[config.mk]
export PLATFORM = sky130hd
export DESIGN_NAME = clk_div_bank
export DESIGN_NICKNAME = d
export VERILOG_FILES = /design/src/rtl/cdb_pkg.sv /design/src/rtl/cdb_counter.sv /design/src/rtl/cdb_ratio_ctl.sv /design/src/rtl/clk_div_bank.sv
export SDC_FILE = /design/constraint.sdc
export NUM_CORES = 1
export LEC_CHECK = 0
export ABC_AREA = 1
export BUFFER_PORTS_ARGS = -buffer_cell sky130_fd_sc_hd__buf_4
export CAP_MARGIN = 20
export CELL_PAD_IN_SITES_DETAIL_PLACEMENT = 0
export CELL_PAD_IN_SITES_GLOBAL_PLACEMENT = 1
export CORE_ASPECT_RATIO = 0.6
export CORE_MARGIN = 10
export CORE_UTILIZATION = 44
export CTS_BUF_LIST = sky130_fd_sc_hd__clkbuf_16
export DETAILED_ROUTE_END_ITERATION = 8
export PLACE_DENSITY_LB_ADDON = 0.08
export SYNTH_ARGS = -nofsm -noshare
export SYNTH_HDL_FRONTEND = slang
export SYNTH_SLANG_ARGS = --single-unit
[constraint.sdc]
create_clock -name clk -period 4.1 [get_ports clk]
set_clock_uncertainty 0.2 [all_clocks]
set_input_delay 0.615 -clock clk [delete_from_list [all_inputs] [get_ports clk]]
set_output_delay 0.615 -clock clk [all_outputs]
set_load 0.05 [all_outputs]
[src/rtl/cdb_pkg.sv]
// Package: shared constants and the range-fitting function of the divider bank.
// Assumes ratios are unsigned and at most 2**RATIO_W - 1.
package cdb_pkg;
    localparam int RATIO_W = 6;
    localparam int A_LO    = 6;
    localparam int A_HI    = 32;
    localparam int A_RST   = 10;
    localparam int B_LO    = 1;
    localparam int B_HI    = 32;
    localparam int B_RST   = 6;

    // Force a requested ratio into [lo, hi].
    function automatic int ratio_fit(input int v, input int lo, input int hi);
        if (v < lo)      return lo;
        else if (v > hi) return hi;
        else             return v;
    endfunction
endpackage

[src/rtl/cdb_counter.sv]
// Module: one divider counter.
// It counts 0 .. ratio-1 while adv is high and flags the zero state.
// Assumes ratio >= 1. A ratio that shrinks below the count wraps at once.
module cdb_counter #(
    parameter int W = 6
) (
    input  logic         clk,
    input  logic         rst_n,
    input  logic         adv,
    input  logic [W-1:0] ratio,
    output logic         at_zero
);
    logic [W-1:0] cnt;
    logic [W-1:0] last;

    // Terminal count for the ratio in force this cycle.
    always_comb last = ratio - W'(1);

    // Advance and wrap the count.
    always_ff @(posedge clk) begin
        if (!rst_n)           cnt <= '0;
        else if (adv) begin
            if (cnt >= last)  cnt <= '0;
            else              cnt <= cnt + W'(1);
        end
    end

    // Zero flag used both as the enable and for alignment.
    always_comb at_zero = (cnt == '0);
endmodule

[src/rtl/cdb_ratio_ctl.sv]
// Module: the staging register for one programmable ratio.
// It captures a range-fitted request at go and moves it to the active ratio at load.
// eff presents the staged value during the load cycle, so the period that
// starts there already uses it.
// Assumes go and load are never high together (the top gates load with go).
module cdb_ratio_ctl
    import cdb_pkg::*;
#(
    parameter int W   = 6,
    parameter int LO  = 1,
    parameter int HI  = 32,
    parameter int RST = 6
) (
    input  logic         clk,
    input  logic         rst_n,
    input  logic         go,
    input  logic         load,
    input  logic [W-1:0] req,
    output logic [W-1:0] eff,
    output logic         clamped
);
    logic [W-1:0] staged;
    logic [W-1:0] active;
    logic [W-1:0] req_fit;
    logic         req_out;

    // Fit the request into range and note whether fitting changed it.
    always_comb begin
        req_fit = W'(ratio_fit(int'(req), LO, HI));
        req_out = (req_fit != req);
    end

    // Capture the request and its clamp flag on go.
    always_ff @(posedge clk) begin
        if (!rst_n) begin
            staged  <= W'(RST);
            clamped <= 1'b0;
        end else if (go) begin
            staged  <= req_fit;
            clamped <= req_out;
        end
    end

    // Promote the staged ratio at the alignment point.
    always_ff @(posedge clk) begin
        if (!rst_n)    active <= W'(RST);
        else if (load) active <= staged;
    end

    // Ratio seen by the counter this cycle.
    always_comb eff = load ? staged : active;
endmodule

[src/rtl/clk_div_bank.sv]
// Module: top of the divider bank.
// It drives one full-rate enable, NFIX fixed-ratio enables, two programmable
// enables and a half-rate companion of the second one.
// All counters share one reset and one start cycle. Requested ratios switch in
// only when every counter is at zero in the same cycle.
// Assumes fixed ratios >= 1 and that each range fits in RW bits.
module clk_div_bank
    import cdb_pkg::*;
#(
    parameter int RW                = RATIO_W,
    parameter int NFIX              = 4,
    parameter int FIX_RATIO [NFIX]  = '{2, 3, 4, 6},
    parameter int A_MIN             = A_LO,
    parameter int A_MAX             = A_HI,
    parameter int A_DEF             = A_RST,
    parameter int B_MIN             = B_LO,
    parameter int B_MAX             = B_HI,
    parameter int B_DEF             = B_RST
) (
    input  logic            clk,
    input  logic            rst_n,
    input  logic            go_i,
    input  logic [RW-1:0]   ratio_a_i,
    input  logic [RW-1:0]   ratio_b_i,
    output logic            en_full_o,
    output logic [NFIX-1:0] en_fix_o,
    output logic            en_a_o,
    output logic            en_b_o,
    output logic            en_b_half_o,
    output logic            busy_o,
    output logic            clamp_a_o,
    output logic            clamp_b_o
);
    localparam logic [RW-1:0] HALF_RATIO = RW'(2);

    logic            live;
    logic            pending;
    logic            load;
    logic            all_zero;
    logic [NFIX-1:0] fix_zero;
    logic            a_zero;
    logic            b_zero;
    logic            h_zero;
    logic [RW-1:0]   a_eff;
    logic [RW-1:0]   b_eff;

    // Counters start one cycle after reset release, all together.
    always_ff @(posedge clk) begin
        if (!rst_n) live <= 1'b0;
        else        live <= 1'b1;
    end

    // Fixed-ratio dividers, one per entry of FIX_RATIO.
    for (genvar i = 0; i < NFIX; i++) begin : g_fix
        cdb_counter #(.W(RW)) u_cnt (
            .clk     (clk),
            .rst_n   (rst_n),
            .adv     (live),
            .ratio   (RW'(FIX_RATIO[i])),
            .at_zero (fix_zero[i])
        );
    end

    // Ratio staging for programmable output A.
    cdb_ratio_ctl #(.W(RW), .LO(A_MIN), .HI(A_MAX), .RST(A_DEF)) u_ctl_a (
        .clk     (clk),
        .rst_n   (rst_n),
        .go      (go_i),
        .load    (load),
        .req     (ratio_a_i),
        .eff     (a_eff),
        .clamped (clamp_a_o)
    );

    // Ratio staging for programmable output B.
    cdb_ratio_ctl #(.W(RW), .LO(B_MIN), .HI(B_MAX), .RST(B_DEF)) u_ctl_b (
        .clk     (clk),
        .rst_n   (rst_n),
        .go      (go_i),
        .load    (load),
        .req     (ratio_b_i),
        .eff     (b_eff),
        .clamped (clamp_b_o)
    );

    // Programmable divider A.
    cdb_counter #(.W(RW)) u_cnt_a (
        .clk     (clk),
        .rst_n   (rst_n),
        .adv     (live),
        .ratio   (a_eff),
        .at_zero (a_zero)
    );

    // Programmable divider B.
    cdb_counter #(.W(RW)) u_cnt_b (
        .clk     (clk),
        .rst_n   (rst_n),
        .adv     (live),
        .ratio   (b_eff),
        .at_zero (b_zero)
    );

    // Divide-by-two of B, advanced on each B pulse.
    cdb_counter #(.W(RW)) u_cnt_h (
        .clk     (clk),
        .rst_n   (rst_n),
        .adv     (live & b_zero),
        .ratio   (HALF_RATIO),
        .at_zero (h_zero)
    );

    // Alignment point: every counter at zero in a running cycle.
    always_comb all_zero = live & (&fix_zero) & a_zero & b_zero & h_zero;

    // A new go takes priority over loading an older request.
    always_comb load = pending & all_zero & ~go_i;

    // Hold a request until it is loaded.
    always_ff @(posedge clk) begin
        if (!rst_n) pending <= 1'b0;
        else        pending <= go_i | (pending & ~all_zero);
    end

    // Output enables, quiet until counting starts.
    always_comb begin
        en_full_o   = live;
        en_fix_o    = {NFIX{live}} & fix_zero;
        en_a_o      = live & a_zero;
        en_b_o      = live & b_zero;
        en_b_half_o = live & b_zero & h_zero;
        busy_o      = pending;
    end
endmodule

==> run summary, run 1 <==
STATUS
--------------------------------------------------------------------------------
Run status                                                          complete, no violations

POWER AND IR DROP
--------------------------------------------------------------------------------
Clock power share                                                          0.445
Areal power density over the cells                                    434 mW/mm2
Proportion of total power due to net switching                             0.268
Cell Int Power                                                           1320 uW
Sw Pwr                                                                    484 uW
Proportion of power drawn by flip-flops and latches                        0.405
IR drop worst, VDD                                                        228 uV
Logic pwr share                                                            0.149
Static Leak                                                           0.00190 uW

CLOCKING
--------------------------------------------------------------------------------
Number of CTS-inserted buffers                                                 9
Worst-skew pair later-pin latency                                        0.34 ns
Quantity of hold-fixing buffers added after cts                                0
Clock-pin transition on the worst setup and hold timing paths            0.06 ns
Max clock buf depth                                                            2
Max H-tree Level                                                               3
Post-cts repair resize count                                                   0
Total clock sinks                                                             70
Clock tree from TritonCTS                                                  built
Setup Fix Bufs, Post-CTS                                                       0
Clock tree root driver cell                                            clkbuf_16

GRT
--------------------------------------------------------------------------------
First-pass GRT wire length                                              12600 um
Congestion Overflow GR                                                         0
Overall Global Routing Usage                                               0.128
Maximum number of pins on one net before global-route repair                  28
Antenna violations before repair                                               0
Vias in the first global route                                              2550

SYNTHESIS
--------------------------------------------------------------------------------
Largest family of logic cells by synthesized area                   simple AND/OR/NAND/NOR gates
Number of nets produced by synthesis                                         524
Compound-gate portion of the synthesized area                              0.123
Cell accounting for the most synthesized area                            dfxtp_1
Adder and majority gate portion of the synthesized area                    0.109
Multiplexer share of the synthesized area                                      0
Share of synthesized area occupied by flip-flops and latches               0.392
Post-synthesis share of cell area spent on xor and xnor gates             0.0392
Top post-synthesis cells by area                                    dfxtp_1 39%, ha_1 11%, nand2_1 9.4%
Fraction of synthesized cell area taken by the top area cell type          0.392
Post-Synth Simple-Gate Area                                                0.253
Cell count after synthesis                                                   478
Post-synthesis cell type count                                                35
Flip-flop and latch count after synthesis                                     70
Syn. warnings                                                                  0
Netlist Area Pre-Place                                               0.00357 mm2
Mean cell area of the mapped netlist                                    7.47 um2

ROUTE
--------------------------------------------------------------------------------
Number of vias per cell                                                     4.66
Detailed-route DRC error count                                                 0
DRT iter0 DRCs                                                               148
Final routed wire length divided by cell count                           12.3 um
Number of nets with antenna violations after detailed routing                  0
First drt pass iteration count                                                 4
Total via count after detailed routing                                      2872
Wirelength, routed                                                       7600 um

HOLD PATH
--------------------------------------------------------------------------------
Hold path endpoint                                                  g_fix[2].u_cnt.cnt[2]
Hold path cells                                                                2
Hold path startpoint                                                g_fix[2].u_cnt.cnt[2]
Class of the tightest hold or removal check                         register to register

CRITICAL PATH
--------------------------------------------------------------------------------
Worst Setup Path Type                                               register to register
End of the worst register-to-register path                          u_cnt_b.cnt[2]
Beginning of the worst register-to-register path                    g_fix[0].u_cnt.cnt[0]
Arrival time of data at the critical path endpoint                       3.66 ns
FF-to-FF path depth                                                           20
Type of element launching the critical path                             register
Register-to-register setup slack                                         0.44 ns
Maximum net fanout on the critical path                                       17
Required arrival time at the worst endpoint                              4.10 ns
Crit end category                                                       register

PLACE
--------------------------------------------------------------------------------
Worst slack, placed                                                     0.456 ns
Final weighted congestion in routability-driven placement                  0.815
Number of port buffers                                                        25
Instance count after placement with tap cells included                       600
Half-perimeter wire length of the detailed placement result              5620 um

CELLS AND AREA
--------------------------------------------------------------------------------
Antenna diodes                                                                 0
Non-filler instance count after layout                                       616
Fraction of final layout cells sized beyond drive strength 1               0.126
Net count, final                                                             549
Growth of design area from synthesis to finish                             16.5%

FLOORPLANNING
--------------------------------------------------------------------------------
Die ar.                                                               0.0122 mm2
Die height                                                               89.8 um
Total number of placement rows                                                25
# IOs                                                                         26
Initial Utilization                                                        0.453
Die span in x                                                             136 um
Core outline area                                                    0.00788 mm2

TIMING
--------------------------------------------------------------------------------
Fmax achieved                                                          0.273 GHz
Number of endpoints failing setup at the final stage                           0
Final setup margin                                                      0.439 ns
Setup repair after global routing missed its margin                        false
Fin. Hold Viols                                                                0
Final sum of negative setup slack                                           0 ns
Post-layout min period                                                   3.66 ns
Fin crit share                                                             0.893
Slew headroom                                                              0.635
Worst slew pin tran                                                     0.547 ns
Final max-slew violation count                                                 0

RUN
--------------------------------------------------------------------------------
Max-cap viol count                                                             0

==> final cells by class <==
class / instances / area [um2]
clock buffers: 9 / 225
fillers: 766 / 3720
inverters: 62 / 235
clock inverters: 7 / 81.3
flip-flops and latches: 70 / 1400
multi-input cells: 332 / 1870
repair buffers: 28 / 210
well taps: 108 / 135
==> cells in the final DEF (no fill, tap or decap), drive strengths merged, types with 9 or more instances in the layout <==
master / synthesis / routed
nand2: 94 / 94
nor2: 83 / 83
dfxtp: 70 / 70
inv: 61 / 63
ha: 31 / 31
a21oi: 30 / 30
o21ai: 30 / 30
buf: 2 / 28
nand3: 18 / 18
xor2: 12 / 12
clkbuf: 12 / 9
==> per-stage QoR <==
| stage | power [uW] | instance area [um2] | utilization | hold WS, ns |
|---|---|---|---|---|
| floorplan | 942 | 3570 | - | 0.210 |
| global placement | 1020 | 3850 | 0.489 | 0.220 |
| detailed placement | 1020 | 3850 | 0.489 | 0.224 |
| CTS | 1830 | 4160 | 0.528 | 0.233 |
| global route | 1890 | 4160 | 0.528 | 0.253 |
| finish | 1810 | 4160 | 0.528 | 0.229 |
==> synth_stat cells <==
master	number
nor3_1	7
nor2_2	5
a221o_1	2
a21oi_2	3
o22ai_1	3
o21ai_0	21
nor2_1	75
clkbuf_1	12
xnor2_1	4
nor2_4	3
ha_1	31
o211ai_1	2
nand3_1	17
a221oi_1	1
o21ai_2	4
buf_6	1
nand2_2	5
dfxtp_1	70
buf_4	1
o21bai_1	1
nand3_4	1
o21ai_1	5
clkinv_1	1
a211oi_1	3
inv_4	1
nor3b_1	2
xor2_1	12
a21oi_1	27
or2_1	1
inv_2	1
a31oi_1	2
inv_1	59
o2111ai_1	1
nand2_1	89
nand4_1	5
==> registers in the layout, indices dropped and copies added (netlist names) <==
register	flops
u_ctl_b.clamped	1
u_cnt_b.cnt	6
u_ctl_b.active	6
busy_o	1
g_fix.u_cnt.cnt	24
en_full_o	1
u_cnt_h.cnt	6
u_cnt_a.cnt	6
u_ctl_b.staged	6
u_ctl_a.staged	6
u_ctl_a.clamped	1
u_ctl_a.active	6
==> logic make-up (layout without fill, tap and decap cells) <==
group	after synthesis	after routing
adders and majority gates	31	31
DFF	70	70
xor gates and xnor gates	16	16
and+or+nand+nor	210	210
AOI/OAI and AO/OA	75	75
buffers and inverters	76	106
==> per-layer routing <==
metal / up-vias / wire length, um / part of all wire / global-route usage
met1: 1255 / 4180 / 0.55 / 0.185
li1: 1574 / - / - / -
met2: 34 / 2990 / 0.39 / 0.165
met3: 9 / 340 / 0.045 / 0.0456
met4: 0 / 93 / 0.012 / 0.0477
met5: - / 0 / 0 / 0
==> power by group through the flow <==
stage	clock network [uW]	logic (uW)	registers, uW
5_1_grt	853	306	736
2_1_floorplan	0	191	751
3_3_place_gp	0	270	746
3_5_place_dp	0	272	747
6_report	804	270	732
4_1_cts	821	273	732
==> critical path, stage by stage, from the launching register on <==
cell and delay [ns]:
dfxtp_1 0.33, inv_1 0.12, ha_1 0.16, inv_1 0.04
nor2_1 0.20, inv_1 0.11, nor2_2 0.17, nand3_4 0.23
o21ai_1 0.35, nand2_2 0.10, nor2_1 0.15, nand2_2 0.07
xor2_1 0.14, ha_1 0.30, nand2_1 0.07, inv_1 0.07
nand4_1 0.08, o2111ai_1 0.10, inv_1 0.08, o21ai_0 0.37
nor3b_1 0.09
==> worst max-delay path by stage <==
stage,start,to,slack [ns],depth (start not counted)
detailed placement,u_cnt_b.cnt[0],u_cnt_b.cnt[2],0.46,20
global placement,u_cnt_h.cnt[0],u_cnt_b.cnt[2],0.52,20
global route,u_cnt_b.cnt[0],u_cnt_b.cnt[2],0.07,20
finish,g_fix[0].u_cnt.cnt[0],u_cnt_b.cnt[2],0.44,20
floorplan,en_full_o,u_cnt_b.cnt[2],0.42,21
CTS,u_cnt_b.cnt[0],u_cnt_b.cnt[2],0.43,20
No activity file was read; power rests on OpenSTA's default activity.
==> run 2: changes to the inputs <==
--- a/config.mk
+++ b/config.mk
@@ -12,10 +12,12 @@
 export CELL_PAD_IN_SITES_GLOBAL_PLACEMENT = 1
 export CORE_ASPECT_RATIO = 0.6
 export CORE_MARGIN = 10
-export CORE_UTILIZATION = 44
+export CORE_UTILIZATION = 46
 export CTS_BUF_LIST = sky130_fd_sc_hd__clkbuf_16
+export CTS_CLUSTER_DIAMETER = 150
 export DETAILED_ROUTE_END_ITERATION = 8
 export PLACE_DENSITY_LB_ADDON = 0.08
 export SYNTH_ARGS = -nofsm -noshare
 export SYNTH_HDL_FRONTEND = slang
+export SYNTH_HIERARCHICAL = 1
 export SYNTH_SLANG_ARGS = --single-unit
==> run 2 against run 1 <==
  * Via count rose by 40%
  * Register-to-register slack better by 0.12 ns
  * Worst setup slack better by 0.12 ns
  * Global-route usage down 0.23 points
  * Sequential share of layout area decreased by 9.7 points
  * Critical endpoint is now u_cnt_b/cnt[2]
  * Wire length grew 22%
  * Largest cell class unchanged
  * Total power is 4.8% higher
==> run summary, run 2 <==
FLOORPLANNING
-------------------------------------------------------------------------------------
Die ar.                                                                    0.0157 mm2   was 0.0122 mm2
Die height                                                                     101 um   was 89.8 um
Initial Utilization                                                             0.473   was 0.453
Core outline area                                                          0.0106 mm2   was 0.00788 mm2
# IOs                                                                              26   unchanged
Total number of placement rows                                                     29   was 25
Die span in x                                                                  155 um   was 136 um

CLOCKING
-------------------------------------------------------------------------------------
Worst-skew pair later-pin latency                                             0.33 ns   was 0.34 ns
Setup Fix Bufs, Post-CTS                                                            0   unchanged
Total clock sinks                                                                  70   unchanged
Clock tree root driver cell                                                 clkbuf_16   unchanged
Clock-pin transition on the worst setup and hold timing paths                 0.05 ns   was 0.06 ns
Number of CTS-inserted buffers                                                      9   unchanged
Max clock buf depth                                                                 2   unchanged
Max H-tree Level                                                                    3   unchanged
Clock tree from TritonCTS                                                       built   unchanged
Quantity of hold-fixing buffers added after cts                                     0   unchanged
Post-cts repair resize count                                                        0   unchanged

CRITICAL PATH
-------------------------------------------------------------------------------------
Type of element launching the critical path                                  register   unchanged
Worst Setup Path Type                                                    register to register   unchanged
Crit end category                                                            register   unchanged
Maximum net fanout on the critical path                                            12   was 17
Required arrival time at the worst endpoint                                   4.17 ns   was 4.10 ns
Arrival time of data at the critical path endpoint                            3.60 ns   was 3.66 ns

SYNTHESIS
-------------------------------------------------------------------------------------
Share of synthesized area occupied by flip-flops and latches                    0.279   was 0.392
Mean cell area of the mapped netlist                                         7.23 um2   was 7.47 um2
Netlist Area Pre-Place                                                    0.00503 mm2   was 0.00357 mm2
Async set-reset flop share out of synthesis                                         0   unchanged
Post-Synth Simple-Gate Area                                                     0.309   was 0.253
Adder and majority gate portion of the synthesized area                         0.157   was 0.109
Top post-synthesis cells by area                                         dfxtp_1 28%, ha_1 16%, nand2_1 13%   was dfxtp_1 39%, ha_1 11%, nand2_1 9.4%
Number of enable-type register cells in the synthesized netlist                     0   unchanged
Post-synthesis share of cell area spent on xor and xnor gates                   0.110   was 0.0392
Cell accounting for the most synthesized area                                 dfxtp_1   unchanged
Flip-flop and latch count after synthesis                                          70   unchanged
Multiplexer share of the synthesized area                                           0   unchanged
Post-synth top flop                                                           dfxtp_1   unchanged
Compound-gate portion of the synthesized area                                  0.0465   was 0.123
Cell count after synthesis                                                        696   was 478
Most frequent cells after synthesis                                      174 x nand2_1, 108 x inv_1, 86 x nor2_1   was 89 x nand2_1, 75 x nor2_1, 70 x dfxtp_1
Post-synthesis cell type count                                                     26   was 35
Fraction of synthesized cell area taken by the top area cell type               0.279   was 0.392
Syn. warnings                                                                       6   was 0
Largest family of logic cells by synthesized area                        simple AND/OR/NAND/NOR gates   unchanged
Leading cell type by number of instances after synthesis                      nand2_1   unchanged

POWER AND IR DROP
-------------------------------------------------------------------------------------
Proportion of power drawn by flip-flops and latches                             0.392   was 0.405
Cell Int Power                                                                1360 uW   was 1320 uW
Static Leak                                                                0.00286 uW   was 0.00190 uW
Sw Pwr                                                                         529 uW   was 484 uW
Clock power share                                                               0.421   was 0.445
Areal power density over the cells                                         323 mW/mm2   was 434 mW/mm2
Logic pwr share                                                                 0.188   was 0.149
Proportion of total power due to net switching                                  0.279   was 0.268
IR drop worst, VDD                                                             205 uV   was 228 uV

CELLS AND AREA
-------------------------------------------------------------------------------------
Net count, final                                                                  858   was 549
Growth of design area from synthesis to finish                                  16.4%   was 16.5%
Fraction of final layout cells sized beyond drive strength 1                    0.117   was 0.126
Most frequent standard cell in the layout excluding fill and tap cells        nand2_1   unchanged
Most flop-heavy register                                                 g_fix.u_cnt/cnt   was g_fix.u_cnt.cnt
Flip-flop count of the largest register, all copies and words added                24   unchanged
Antenna diodes                                                                      0   unchanged
Final instance area                                                       0.00586 mm2   was 0.00416 mm2
Number of fill cells in the layout                                               1039   was 766
Most used cells in the layout excluding fill and tap cells               173 x nand2_1, 110 x inv_1, 85 x nor2_1   was 89 x nand2_1, 75 x nor2_1, 70 x dfxtp_1

GRT
-------------------------------------------------------------------------------------
Antenna violations before repair                                                    0   unchanged
Congestion Overflow GR                                                              0   unchanged
Overall Global Routing Usage                                                    0.126   was 0.128
Vias in the first global route                                                   3831   was 2550
Maximum number of pins on one net before global-route repair                       49   was 28
First-pass GRT wire length                                                   16600 um   was 12600 um

RUN
-------------------------------------------------------------------------------------
Max-cap viol count                                                                  0   unchanged

ROUTE
-------------------------------------------------------------------------------------
Number of nets with antenna violations after detailed routing                       0   unchanged
DRT iter0 DRCs                                                                    143   was 148
Final routed wire length divided by cell count                                10.0 um   was 12.3 um
Total via count after detailed routing                                           4008   was 2872
Detailed-route DRC error count                                                      0   unchanged
First drt pass iteration count                                                      4   unchanged
Number of vias per cell                                                          4.34   was 4.66
Wirelength, routed                                                            9280 um   was 7600 um

STATUS
-------------------------------------------------------------------------------------
Run status                                                               complete, no violations   unchanged

TIMING
-------------------------------------------------------------------------------------
Worst slew pin tran                                                          0.623 ns   was 0.547 ns
Slew headroom                                                                   0.584   was 0.635
Fin. Hold Viols                                                                     0   unchanged
Setup repair after global routing missed its margin                             false   unchanged
Final max-slew violation count                                                      0   unchanged
Number of endpoints failing setup at the final stage                                0   unchanged
Final sum of negative setup slack                                                0 ns   unchanged
Fmax achieved                                                               0.283 GHz   was 0.273 GHz
Fin crit share                                                                  0.863   was 0.893
Post-layout min period                                                        3.54 ns   was 3.66 ns

PLACE
-------------------------------------------------------------------------------------
Half-perimeter wire length of the detailed placement result                   7360 um   was 5620 um
Number of port buffers                                                             25   unchanged
DP Area                                                                   0.00553 mm2   was 0.00385 mm2
Final weighted congestion in routability-driven placement                       0.775   was 0.815

HOLD PATH
-------------------------------------------------------------------------------------
Class of the tightest hold or removal check                              register to register   unchanged

## run 2: logic make-up (layout without fill, tap and decap cells)
| family | after synthesis | count (layout) |
|---|---|---|
| AND/OR/NAND/NOR | 336 | 336 |
| buffers and inverters | 118 | 154 |
| flip-flops | 70 | 70 |
| adder cells (fa/ha/maj) | 63 | 63 |
| XOR/XNOR | 63 | 63 |
| AO/OA/AOI/OAI | 44 | 44 |
| other | 2 | 55 |
## run 2: metal layers
layer / GRT usage / part of all wire / up-vias
met5: 0 / 0 / -
met4: 0.0376 / 0.010 / 0
met3: 0.0405 / 0.039 / 9
met2: 0.196 / 0.42 / 35
met1: 0.161 / 0.53 / 1700
li1: - / - / 2264
## run 2: stage by stage
stage	hold WS, ns	std cells	util	total power (uW)	setup slack [ns]
floorplan	0.224	749	-	1020	0.472
global placement	0.238	908	0.520	1100	0.564
detailed placement	0.238	908	0.520	1110	0.504
CTS	0.252	924	0.549	1920	0.468
global route	0.277	924	0.551	2010	0.0588
finish	0.247	924	0.551	1890	0.563
## run 2: cell type report
type | instances | area (um2) | area share
clock buffers | 9 | 225 | 0.0385
clock inverters | 7 | 81.3 | 0.0139
inverters | 111 | 417 | 0.0712
multi-input cells | 561 | 3350 | 0.573
flip-flops and latches | 70 | 1400 | 0.240
well taps | 139 | 174 | 0.0297
repair buffers | 27 | 203 | 0.0346
## run 2: worst paths after layout
| path | from | endpoint | slack (ns) | depth (start not counted) |
|---|---|---|---|---|
| max | u_cnt_h/cnt[0] | u_cnt_b/cnt[2] | 0.56 | 24 |
| min | u_ctl_b/active[2] | u_ctl_b/active[2] | 0.25 | 2 |
| max reg2reg | u_cnt_h/cnt[0] | u_cnt_b/cnt[2] | 0.56 | 24 |
| min reg2reg | u_ctl_b/active[2] | u_ctl_b/active[2] | 0.25 | 2 |
## run 2: critical path: stages, from the launching register on
cell	delay, ns
dfxtp_1	0.36
inv_1	0.10
ha_1	0.15
nand2_1	0.05
nor3_1	0.24
nand2_1	0.11
nor2_1	0.15
nand2_1	0.10
nor2_2	0.13
buf_4	0.19
nand2_1	0.09
nand2_1	0.10
inv_1	0.06
ha_1	0.21
nand2_1	0.08
xor2_1	0.14
inv_1	0.05
ha_1	0.26
nand2_1	0.08
inv_1	0.04
a21oi_1	0.15
nand2_1	0.07
nand2_1	0.05
nand2_1	0.15
nor2_1	0.14
## run 2: power groups by stage
stage	clock [uW]	combinational, uW	sequential [uW]
6_report	796	355	741
5_1_grt	847	415	746
4_1_cts	822	352	741
3_5_place_dp	0	351	756
3_3_place_gp	0	344	755
2_1_floorplan	0	265	760
